File: src/rtl/mdc_pkg.sv
package mdc_pkg;

  typedef enum logic [1:0] {
    ADDR_CTRL = 2'd0,
    ADDR_MOD  = 2'd1,
    ADDR_CNT  = 2'd2,
    ADDR_STAT = 2'd3
  } reg_addr_e;

  localparam int CTRL_W        = 4;
  localparam int STAT_FLAG_BIT = 7;

  // bit order matches control word: {run, irq_en, qclr, reload}
  typedef struct packed {
    logic run;
    logic irq_en;
    logic qclr;
    logic reload;
  } ctrl_t;

endpackage

File: src/rtl/mdc_regs.sv
module mdc_regs
  import mdc_pkg::*;
#(
  parameter int CW = 16
) (
  input  logic          clk,
  input  logic          rst_n,
  input  logic [1:0]    bus_addr,
  input  logic          bus_wr,
  input  logic          bus_rd,
  input  logic [CW-1:0] bus_wdata,
  output ctrl_t         ctrl,
  output logic [CW-1:0] modulus,
  output logic          cnt_wr,
  output logic          mod_wr,
  output logic          stat_w1c,
  output logic          cnt_access
);

  reg_addr_e addr;
  logic      ctrl_wr;

  assign addr       = reg_addr_e'(bus_addr);
  assign ctrl_wr    = bus_wr && (addr == ADDR_CTRL);
  assign mod_wr     = bus_wr && (addr == ADDR_MOD);
  assign cnt_wr     = bus_wr && (addr == ADDR_CNT);
  assign stat_w1c   = bus_wr && (addr == ADDR_STAT) && bus_wdata[STAT_FLAG_BIT];
  assign cnt_access = (bus_wr || bus_rd) && (addr == ADDR_CNT);

  always_ff @(posedge clk or negedge rst_n) begin
    if (!rst_n) begin
      ctrl    <= '0;
      modulus <= '0;
    end else begin
      if (ctrl_wr) ctrl    <= ctrl_t'(bus_wdata[CTRL_W-1:0]);
      if (mod_wr)  modulus <= bus_wdata;
    end
  end

endmodule

File: src/rtl/mdc_core.sv
module mdc_core #(
  parameter int CW = 16
) (
  input  logic          clk,
  input  logic          rst_n,
  input  logic          tick,
  input  logic          run,
  input  logic          reload,
  input  logic [CW-1:0] modulus,
  input  logic          cnt_wr,
  input  logic          mod_wr,
  input  logic [CW-1:0] wdata,
  output logic [CW-1:0] count,
  output logic          hit
);

  localparam logic [CW-1:0] ZERO = '0;
  localparam logic [CW-1:0] ONE  = CW'(1);

  logic          at_zero;
  logic          stopped;
  logic          bus_load;
  logic          step;
  logic [CW-1:0] count_nx;

  assign at_zero  = (count == ZERO);
  assign stopped  = !run || (!reload && at_zero);
  assign bus_load = cnt_wr || (mod_wr && stopped);
  assign step     = tick && run && !bus_load && !(at_zero && !reload);

  always_comb begin
    count_nx = count;
    hit      = 1'b0;
    if (cnt_wr) begin
      count_nx = wdata;
    end else if (mod_wr && stopped) begin
      count_nx = wdata;
    end else if (step) begin
      count_nx = at_zero ? modulus : (count - ONE);
      hit      = (count_nx == ZERO);
    end
  end

  always_ff @(posedge clk or negedge rst_n) begin
    if (!rst_n) count <= '0;
    else        count <= count_nx;
  end

endmodule

File: src/rtl/mdc_flag.sv
module mdc_flag (
  input  logic clk,
  input  logic rst_n,
  input  logic set_evt,
  input  logic w1c,
  input  logic quick_clr,
  output logic flag
);

  always_ff @(posedge clk or negedge rst_n) begin
    if (!rst_n)                flag <= 1'b0;
    else if (set_evt)          flag <= 1'b1;
    else if (w1c || quick_clr) flag <= 1'b0;
  end

endmodule

File: src/rtl/modcount_timer.sv
module modcount_timer
  import mdc_pkg::*;
#(
  parameter int CW = 16
) (
  input  logic          clk,
  input  logic          rst_n,
  input  logic          tick,
  input  logic [1:0]    bus_addr,
  input  logic          bus_wr,
  input  logic          bus_rd,
  input  logic [CW-1:0] bus_wdata,
  output logic [CW-1:0] bus_rdata,
  output logic          irq
);

  ctrl_t         ctrl;
  logic [CW-1:0] modulus;
  logic [CW-1:0] count;
  logic          cnt_wr, mod_wr, stat_w1c, cnt_access;
  logic          hit, flag;

  mdc_regs #(.CW(CW)) u_regs (
    .clk(clk), .rst_n(rst_n), .bus_addr(bus_addr), .bus_wr(bus_wr),
    .bus_rd(bus_rd), .bus_wdata(bus_wdata), .ctrl(ctrl), .modulus(modulus),
    .cnt_wr(cnt_wr), .mod_wr(mod_wr), .stat_w1c(stat_w1c),
    .cnt_access(cnt_access)
  );

  mdc_core #(.CW(CW)) u_core (
    .clk(clk), .rst_n(rst_n), .tick(tick), .run(ctrl.run),
    .reload(ctrl.reload), .modulus(modulus), .cnt_wr(cnt_wr),
    .mod_wr(mod_wr), .wdata(bus_wdata), .count(count), .hit(hit)
  );

  mdc_flag u_flag (
    .clk(clk), .rst_n(rst_n), .set_evt(hit), .w1c(stat_w1c),
    .quick_clr(ctrl.qclr && cnt_access), .flag(flag)
  );

  assign irq = flag && ctrl.irq_en;

  always_comb begin
    bus_rdata = '0;
    unique case (reg_addr_e'(bus_addr))
      ADDR_CTRL: bus_rdata[CTRL_W-1:0] = ctrl;
      ADDR_MOD:  bus_rdata = modulus;
      ADDR_CNT:  bus_rdata = count;
      ADDR_STAT: bus_rdata[STAT_FLAG_BIT] = flag;
      default:   bus_rdata = '0;
    endcase
  end

endmodule

File: config.mk
export PLATFORM = sky130hd
export DESIGN_NAME = modcount_timer
export DESIGN_NICKNAME = d
export VERILOG_FILES = /design/src/rtl/mdc_pkg.sv /design/src/rtl/mdc_regs.sv /design/src/rtl/mdc_core.sv /design/src/rtl/mdc_flag.sv /design/src/rtl/modcount_timer.sv
export SDC_FILE = /design/constraint.sdc
export NUM_CORES = 1
export LEC_CHECK = 0
export BUFFER_PORTS_ARGS = -buffer_cell sky130_fd_sc_hd__buf_2
export CORE_MARGIN = 2
export CORE_UTILIZATION = 45
export CTS_CLUSTER_DIAMETER = 30
export DETAILED_ROUTE_END_ITERATION = 6
export PLACE_DENSITY = 0.7
export SLEW_MARGIN = 20
export SYNTH_ARGS = -nofsm -noshare
export SYNTH_HDL_FRONTEND = slang
export SYNTH_SLANG_ARGS = --single-unit
File: constraint.sdc
create_clock -name clk -period 7.1 [get_ports clk]
set_clock_uncertainty 0.1 [all_clocks]
set_input_delay 0.71 -clock clk [delete_from_list [all_inputs] [get_ports clk]]
set_output_delay 0.71 -clock clk [all_outputs]
set_load 0.03 [all_outputs]
==> results of run 1 <==
registers in the layout, indices dropped and copies added (netlist names):
register        flops
u_regs.modulus     16
u_regs.ctrl         4
u_flag.flag         1
u_core.count       16
where the power goes:
part | internal, mW | switching, mW | total, mW
clock | 0.0647 | 0.0749 | 0.140
sequential | 0.266 | 0.0944 | 0.361
combinational | 0.161 | 0.195 | 0.356
total | 0.492 | 0.364 | 0.856
worst paths after layout:
path                                         from                end  slack (ns)  cells after the start
worst min register to register  u_regs.modulus[3]  u_regs.modulus[3]        0.44                      1
worst max register to register    u_core.count[0]    u_core.count[6]        3.75                      8
worst min-delay path                        rst_n  u_regs.modulus[0]        0.43                      1
max in group asynchronous                   rst_n    u_core.count[3]        5.95                      1
worst max-delay path              u_core.count[0]    u_core.count[6]        3.75                      8
min in group clk                u_regs.modulus[3]  u_regs.modulus[3]        0.44                      1
cell families (layout without fill, tap and decap cells):
| family | Yosys count | count (layout) |
|---|---|---|
| xor+xnor | 7 | 7 |
| flops | 37 | 37 |
| fa+ha+maj | 8 | 8 |
| compound gates | 74 | 74 |
| simple gates | 85 | 85 |
| buf+inv | 28 | 51 |
| mux | 23 | 23 |
cell usage in the layout (no fill, tap or decap), drive strengths merged, types with 2 or more instances in the layout:
master,netlist,final
o211a,2,2
a211oi,6,6
clkbuf,12,5
a22oi,11,11
nor4,8,8
or2,2,2
nand3b,3,3
dfrtp,37,37
a221o,10,10
nor2b,11,11
nor2,19,19
nand2b,2,2
inv,6,6
buf,10,39
or3,3,3
mux2i,3,3
ha,8,8
mux2,20,20
o31ai,3,3
a21oi,4,4
xnor2,6,6
nand2,10,10
and2,2,2
a222oi,5,5
nand3,5,5
nor3,8,8
a32oi,8,8
nor3b,2,2
o21ai,12,12
or4,5,5
o21bai,3,3
final cells by class:
type | count | area, µm²
fill | 532 | 2700
inverter | 6 | 22.5
tap | 72 | 90.1
sequential | 37 | 926
clock inverter | 1 | 5.00
timing repair buffer | 39 | 195
multi-input combinational | 197 | 1500
clock buffer | 5 | 68.8
stage by stage:
| stage | power (mW) | setup slack, ns | instances | hold WS [ns] | cell area [µm²] |
|---|---|---|---|---|---|
| 6_report | 0.856 | 3.75 | 357 | 0.427 | 2800 |
| 5_1_grt | 0.907 | 3.59 | 357 | 0.466 | 2800 |
| 4_1_cts | 0.849 | 3.79 | 357 | 0.447 | 2800 |
| 3_5_place_dp | 0.712 | 3.56 | 351 | 0.430 | 2730 |
| 3_3_place_gp | 0.707 | 3.66 | 351 | 0.412 | 2730 |
| 2_1_floorplan | 0.629 | 4.00 | 262 | 0.314 | 2560 |
layer usage:
layer / global-route usage, % / vias to the layer above / wire length [µm]
li1: - / 1049 / -
met1: 33.2 / 1127 / 3040
met2: 35.1 / 136 / 3200
met3: 4.07 / 10 / 637
met4: 5.17 / 0 / 87
met5: 0 / - / 0
==> results.txt, run 1 <==
Status: finished clean
Final antenna-violating net count: 0
Async S/R FF share, synth: 100%
Largest family of logic cells by synthesized area: compound AO/OA/AOI/OAI gates
Seq/Total Area, Yosys: 36.2%
Critical path startpoint category: register
Iter 0 DRT Violations: 353
CP delay by family, top: simple AND/OR/NAND/NOR gates
Port Buffers: 39
Hold WC Path Type: input pin to asynchronous set/reset pin
Wire per inst: 19.5 µm
Post-synth cell types: 53
Nets: 317
Root Driver: clkbuf_8
Synth area leader: dfrtp_1
Initial Util: 46.5%
Max cap viols: 0
Number of global-route vias before repair: 2159
Clock Path Buffers: 2
Tmin final: 3.35 ns
CTS tree: done
Core area: 5510 µm²
Critical path required time: 7.23 ns
Relative slew slack: 36.8%
Die area: 6310 µm²
DIE HEIGHT: 79.4 µm
Synth Area in Compound Gates: 23.7%
CTS-repair resized insts: 0
Cts hold-fix bufs: 0
Vias: 2322
Power per cell area: 305 nW/µm²
Row count: 27
Core Util, Final: 50.9%
Final-report hold violation count: 0
Final slew viol count: 0
Synth Area in Adders: 3.91%
Remaining DRCs: 0
GRT Total Usage: 22.8%
Chip width: 79.4 µm
Area contributors post-synth: dfrtp_1 (36%), mux2_2 (8.8%), a221o_1 (3.9%)
Diode count: 0
Reg clk slew, reported paths: 0.08 ns
Detail Placement HPWL: 4.90 mm
Number of top-level pins: 40
Crit path DAT: 3.47 ns
Antenna violations before repair: 0
CP bufs+invs: 1
Most instantiated cells after synthesis: dfrtp_1 (37), mux2_2 (20), nor2_1 (19)
Synth warn: 0
Drt via density: 6.50
Top cell type's share of synthesized area: 36.2%
Clock sink count: 37
Syn Nets: 293
Total grt overflow: 0
First-pass GRT wire length: 11.3 mm
Multiplexer area fraction after synthesis: 9.97%
Worst vdd ir: 0.111 mV
Post-synth EDFFs: 0
RSZ-0062 raised after global routing: no
Setup violators final: 0
Cells after Synth: 262
Routability Congestion: 0.960
H-Tree Depth: 2
Pin count of the biggest net entering global routing: 38
Simple-Gate Fraction of Synth Area: 18.4%
Crit-path cells: inv_1 > ha_1 > or4b_2 > or4_4 > o21a_4 > o21bai_4 > and2_1 > a221o_1
Fmax: 299 MHz
Post-Syn Area: 2560 µm²
Syn Area/Cell: 9.78 µm²
Pre-antenna DRT Iters: 5
TNS Setup: 0 ns
Worst-skew pair later-pin latency: 0.29 ns
Critical setup path kind: register to register
Worst Setup End Kind: register
Area Growth Syn to Fin: 9.43%
Final clock period utilization by the worst path: 47.2%
Synth Flop Type: dfrtp_1
Worst-path fanout max: 17
Share of cells above drive strength 1: 26.3%
Most frequent cell after synthesis: dfrtp_1
Actual slew at the worst max-slew pin: 0.940 ns
Synth Area in XOR/XNOR: 2.39%
Slowest stage delay, CP: 0.63 ns
Cell leakage power: 1.16 nW
Synthesized flop and latch total: 37
Post-Route WL: 6.97 mm
Post-CTS setup repair buffer count: 0
Slowest-stage cell, CP: or4b_2
CTS Buf Count: 5
(Power assumes the default switching activity.)
==> run 2, diff against run 1 <==
--- a/config.mk
+++ b/config.mk
@@ -5,12 +5,13 @@
 export SDC_FILE = /design/constraint.sdc
 export NUM_CORES = 1
 export LEC_CHECK = 0
+export ABC_AREA = 1
 export BUFFER_PORTS_ARGS = -buffer_cell sky130_fd_sc_hd__buf_2
 export CORE_MARGIN = 2
 export CORE_UTILIZATION = 45
 export CTS_CLUSTER_DIAMETER = 30
 export DETAILED_ROUTE_END_ITERATION = 6
-export PLACE_DENSITY = 0.7
+export PLACE_DENSITY = 0.72
 export SLEW_MARGIN = 20
 export SYNTH_ARGS = -nofsm -noshare
 export SYNTH_HDL_FRONTEND = slang
==> constraint.sdc (replaced) <==
create_clock -name clk -period 3.05 [get_ports clk]
set_clock_uncertainty 0.1 [all_clocks]
set_input_delay 0.305 -clock clk [delete_from_list [all_inputs] [get_ports clk]]
set_output_delay 0.305 -clock clk [all_outputs]
set_load 0.03 [all_outputs]
==> run 2 against run 1 <==
  * Fmax grew 50%
  * Routed wire length up 1.5%
  * Critical path type unchanged
  * Global-route usage rose by 1.4 points
  * Cell count increased by 44%
  * Critical endpoint is now u_flag.flag
==> results.txt, run 2 <==
Status: finished clean
Cts hold-fix bufs: 0 (unchanged)
Hold WS: 0.00409 ns (-0.422 ns)
Area Growth Syn to Fin: 12.8%
R2R depth: 12 (+4)
Nets: 473 (+49%)
Post-synth EDFFs: 0 (unchanged)
Actual slew at the worst max-slew pin: 0.838 ns (-0.102 ns)
Fill count: 579 (+8.8%)
Post-CTS setup repair buffer count: 0 (unchanged)
Cell leakage power: 1.58 nW (+36%)
Core Util, Final: 53.2% (+2.3 points)
Critical path required time: 3.18 ns (-4.05 ns)
Iter 0 DRT Violations: 161 (-54%)
Post-Route WL: 7.07 mm (+1.5%)
CP bufs+invs: 1 (unchanged)
First-pass GRT wire length: 12.0 mm (+6.5%)
Cells after Synth: 403 (+54%)
Top cell type's share of synthesized area: 35.2% (-0.93 points)
Clock Path Buffers: 2 (unchanged)
R2R Setup Slk: 0.82 ns (-2.93 ns)
Syn Area/Cell: 6.52 µm² (-33%)
Crit-path cells: inv_1 > ha_1 > nand2_1 > nor2_1 > nand3_1 > nand3_1 > nand2_1 > nor2_1 > nand2_1 > nor2_1 > nand2_1 > nand2_1
Post-Syn Area: 2630 µm² (+2.6%)
Routability Congestion: 0.972 (+1.3%)
Largest registers: u_core.count: 16 flops, u_regs.modulus: 16 flops, u_regs.ctrl: 4 flops
Chip width: 80.4 µm (+1.2%)
Number of global-route vias before repair: 2470 (+14%)
CTS tree: done
Antenna violations before repair: 0 (unchanged)
Relative slew slack: 44.1% (+7.4 points)
Setup violators final: 0 (unchanged)
Initial Util: 47.2% (+0.65 points)
GRT Total Usage: 24.1% (+1.4 points)
Most frequent cell after synthesis: nand2_1
Root Driver: clkbuf_8
Slowest stage delay, CP: 0.44 ns (-0.19 ns)
Max cap viols: 0 (unchanged)
Register area: 926 µm² (unchanged)
Placed insts: 507 (+44%)
Synth Flop Type: dfrtp_1
Synth area leader: dfrtp_1
Seq/Total Area, Yosys: 35.2% (-0.93 points)
Final-report hold violation count: 0 (unchanged)
Vias: 2667 (+15%)
Worst vdd ir: 0.221 mV (+99%)
Reg clk slew, reported paths: 0.07 ns (about the same)
TNS Setup: 0 ns (unchanged)
Most instantiated cells after synthesis: nand2_1 (171), inv_1 (47), dfrtp_1 (37)
Hold WC Path Type: input pin to asynchronous set/reset pin
Detail Placement HPWL: 5.24 mm (+6.9%)
Slowest-stage cell, CP: dfrtp_1
RR Startpoint: u_core.count[0]
Reg-to-reg endpoint: u_flag.flag
Design Power: 1.84 mW (+120%)
Worst-path fanout max: 6 (-11)
Multi-input logic area: 1460 µm² (-2.3%)
Worst Setup End Kind: register
CP delay by family, top: simple AND/OR/NAND/NOR gates
Remaining DRCs: 0 (unchanged)
Clock sink count: 37 (unchanged)
Diode count: 0 (unchanged)
Fmax: 448 MHz (+50%)
Most common cell after layout, fill and taps aside: nand2_1
CTS Buf Count: 5 (unchanged)
Crit path DAT: 2.36 ns (-1.11 ns)
H-Tree Depth: 2 (unchanged)
Worst-skew pair later-pin latency: 0.29 ns (about the same)
Core area: 5570 µm² (+1.2%)
Power per cell area: 622 nW/µm² (+100%)
Number of top-level pins: 40 (unchanged)
Row count: 27 (unchanged)
Tmin final: 2.23 ns (-1.12 ns)
RSZ-0062 raised after global routing: no
Final clock period utilization by the worst path: 73.1% (+26 points)
Drt via density: 5.19 (-20%)
Synthesized flop and latch total: 37 (unchanged)
Post-synth cell types: 28 (-47%)
Port Buffers: 39 (unchanged)
Total grt overflow: 0 (unchanged)
Final antenna-violating net count: 0 (unchanged)
DIE HEIGHT: 80.4 µm (+1.2%)
Area contributors post-synth: dfrtp_1 (35%), nand2_1 (24%), inv_1 (6.7%)
Pin count of the biggest net entering global routing: 38 (unchanged)
Final Non-Filler Cells: 514 (+44%)
Wire per inst: 13.7 µm (-30%)
Critical setup path kind: register to register
CTS-repair resized insts: 0 (unchanged)
Synth warn: 0 (unchanged)
Pre-antenna DRT Iters: 5 (unchanged)
Die area: 6470 µm² (+2.5%)
Share of cells above drive strength 1: 14.0% (-12 points)
Final slew viol count: 0 (unchanged)
Most frequent cell on the critical path: nand2_1
Most frequent cells in the layout: nand2_1 (171), inv_1 (47), buf_2 (39), dfrtp_1 (37), nor2_1 (30)
Critical path startpoint category: register
Syn Nets: 434 (+48%)
Async S/R FF share, synth: 100% (unchanged)
==> run 2: power breakdown <==
group / leakage (nW) / total [mW] / internal, mW / switching [mW]
logic: 1.07 / 0.735 / 0.257 / 0.478
registers: 0.461 / 0.752 / 0.599 / 0.153
clock network: 0.0443 / 0.355 / 0.179 / 0.176
total: 1.58 / 1.84 / 1.04 / 0.808
==> run 2: cells by family after synthesis <==
logic type | synth area share, %
simple gates | 39.5
xor+xnor | 0.333
fa+ha+maj | 3.81
compound gates | 12.0
flops | 35.2
buf+inv | 9.19
==> run 2: routing by layer <==
metal / vias up / global-route usage (%) / share of wire (%)
met3: 7 / 3.48 / 6.7
li1: 1346 / - / -
met5: - / 0 / 0
met4: 0 / 6.44 / 1.1
met1: 1214 / 34.8 / 48
met2: 100 / 37.8 / 45
==> run 2: cell type report <==
type                    instances  area share (%)
well taps                      72            3.04
inverters                      49            6.20
multi-input cells             307            49.3
clock buffers                   7            2.91
flip-flops and latches         37            31.2
repair buffers                 42            7.34
==> run 2: worst max-delay path by stage <==
stage	from	endpoint	cells after the start
2_1_floorplan	bus_addr[0]	bus_rdata[10]	6
3_3_place_gp	u_core.count[0]	u_flag.flag	12
3_5_place_dp	u_core.count[0]	u_flag.flag	12
4_1_cts	u_core.count[0]	u_flag.flag	12
5_1_grt	u_core.count[0]	u_flag.flag	12
6_report	u_core.count[0]	u_flag.flag	12
==> run 2: through the flow <==
step	setup slack [ns]	instance area, µm²
3_5_place_dp	0.866	2880
2_1_floorplan	1.03	2630
6_report	0.819	2970
3_3_place_gp	0.866	2880
5_1_grt	0.592	2970
4_1_cts	0.835	2970
==> run 2: worst reg2reg max path: stages (launching register included) <==
cell and delay [ns]:
dfrtp_1 0.44, inv_1 0.14, ha_1 0.28, nand2_1 0.17, nor2_1 0.32, nand3_1 0.11, nand3_1 0.11, nand2_1 0.07
nor2_1 0.11, nand2_1 0.06, nor2_1 0.11, nand2_1 0.08, nand2_1 0.07
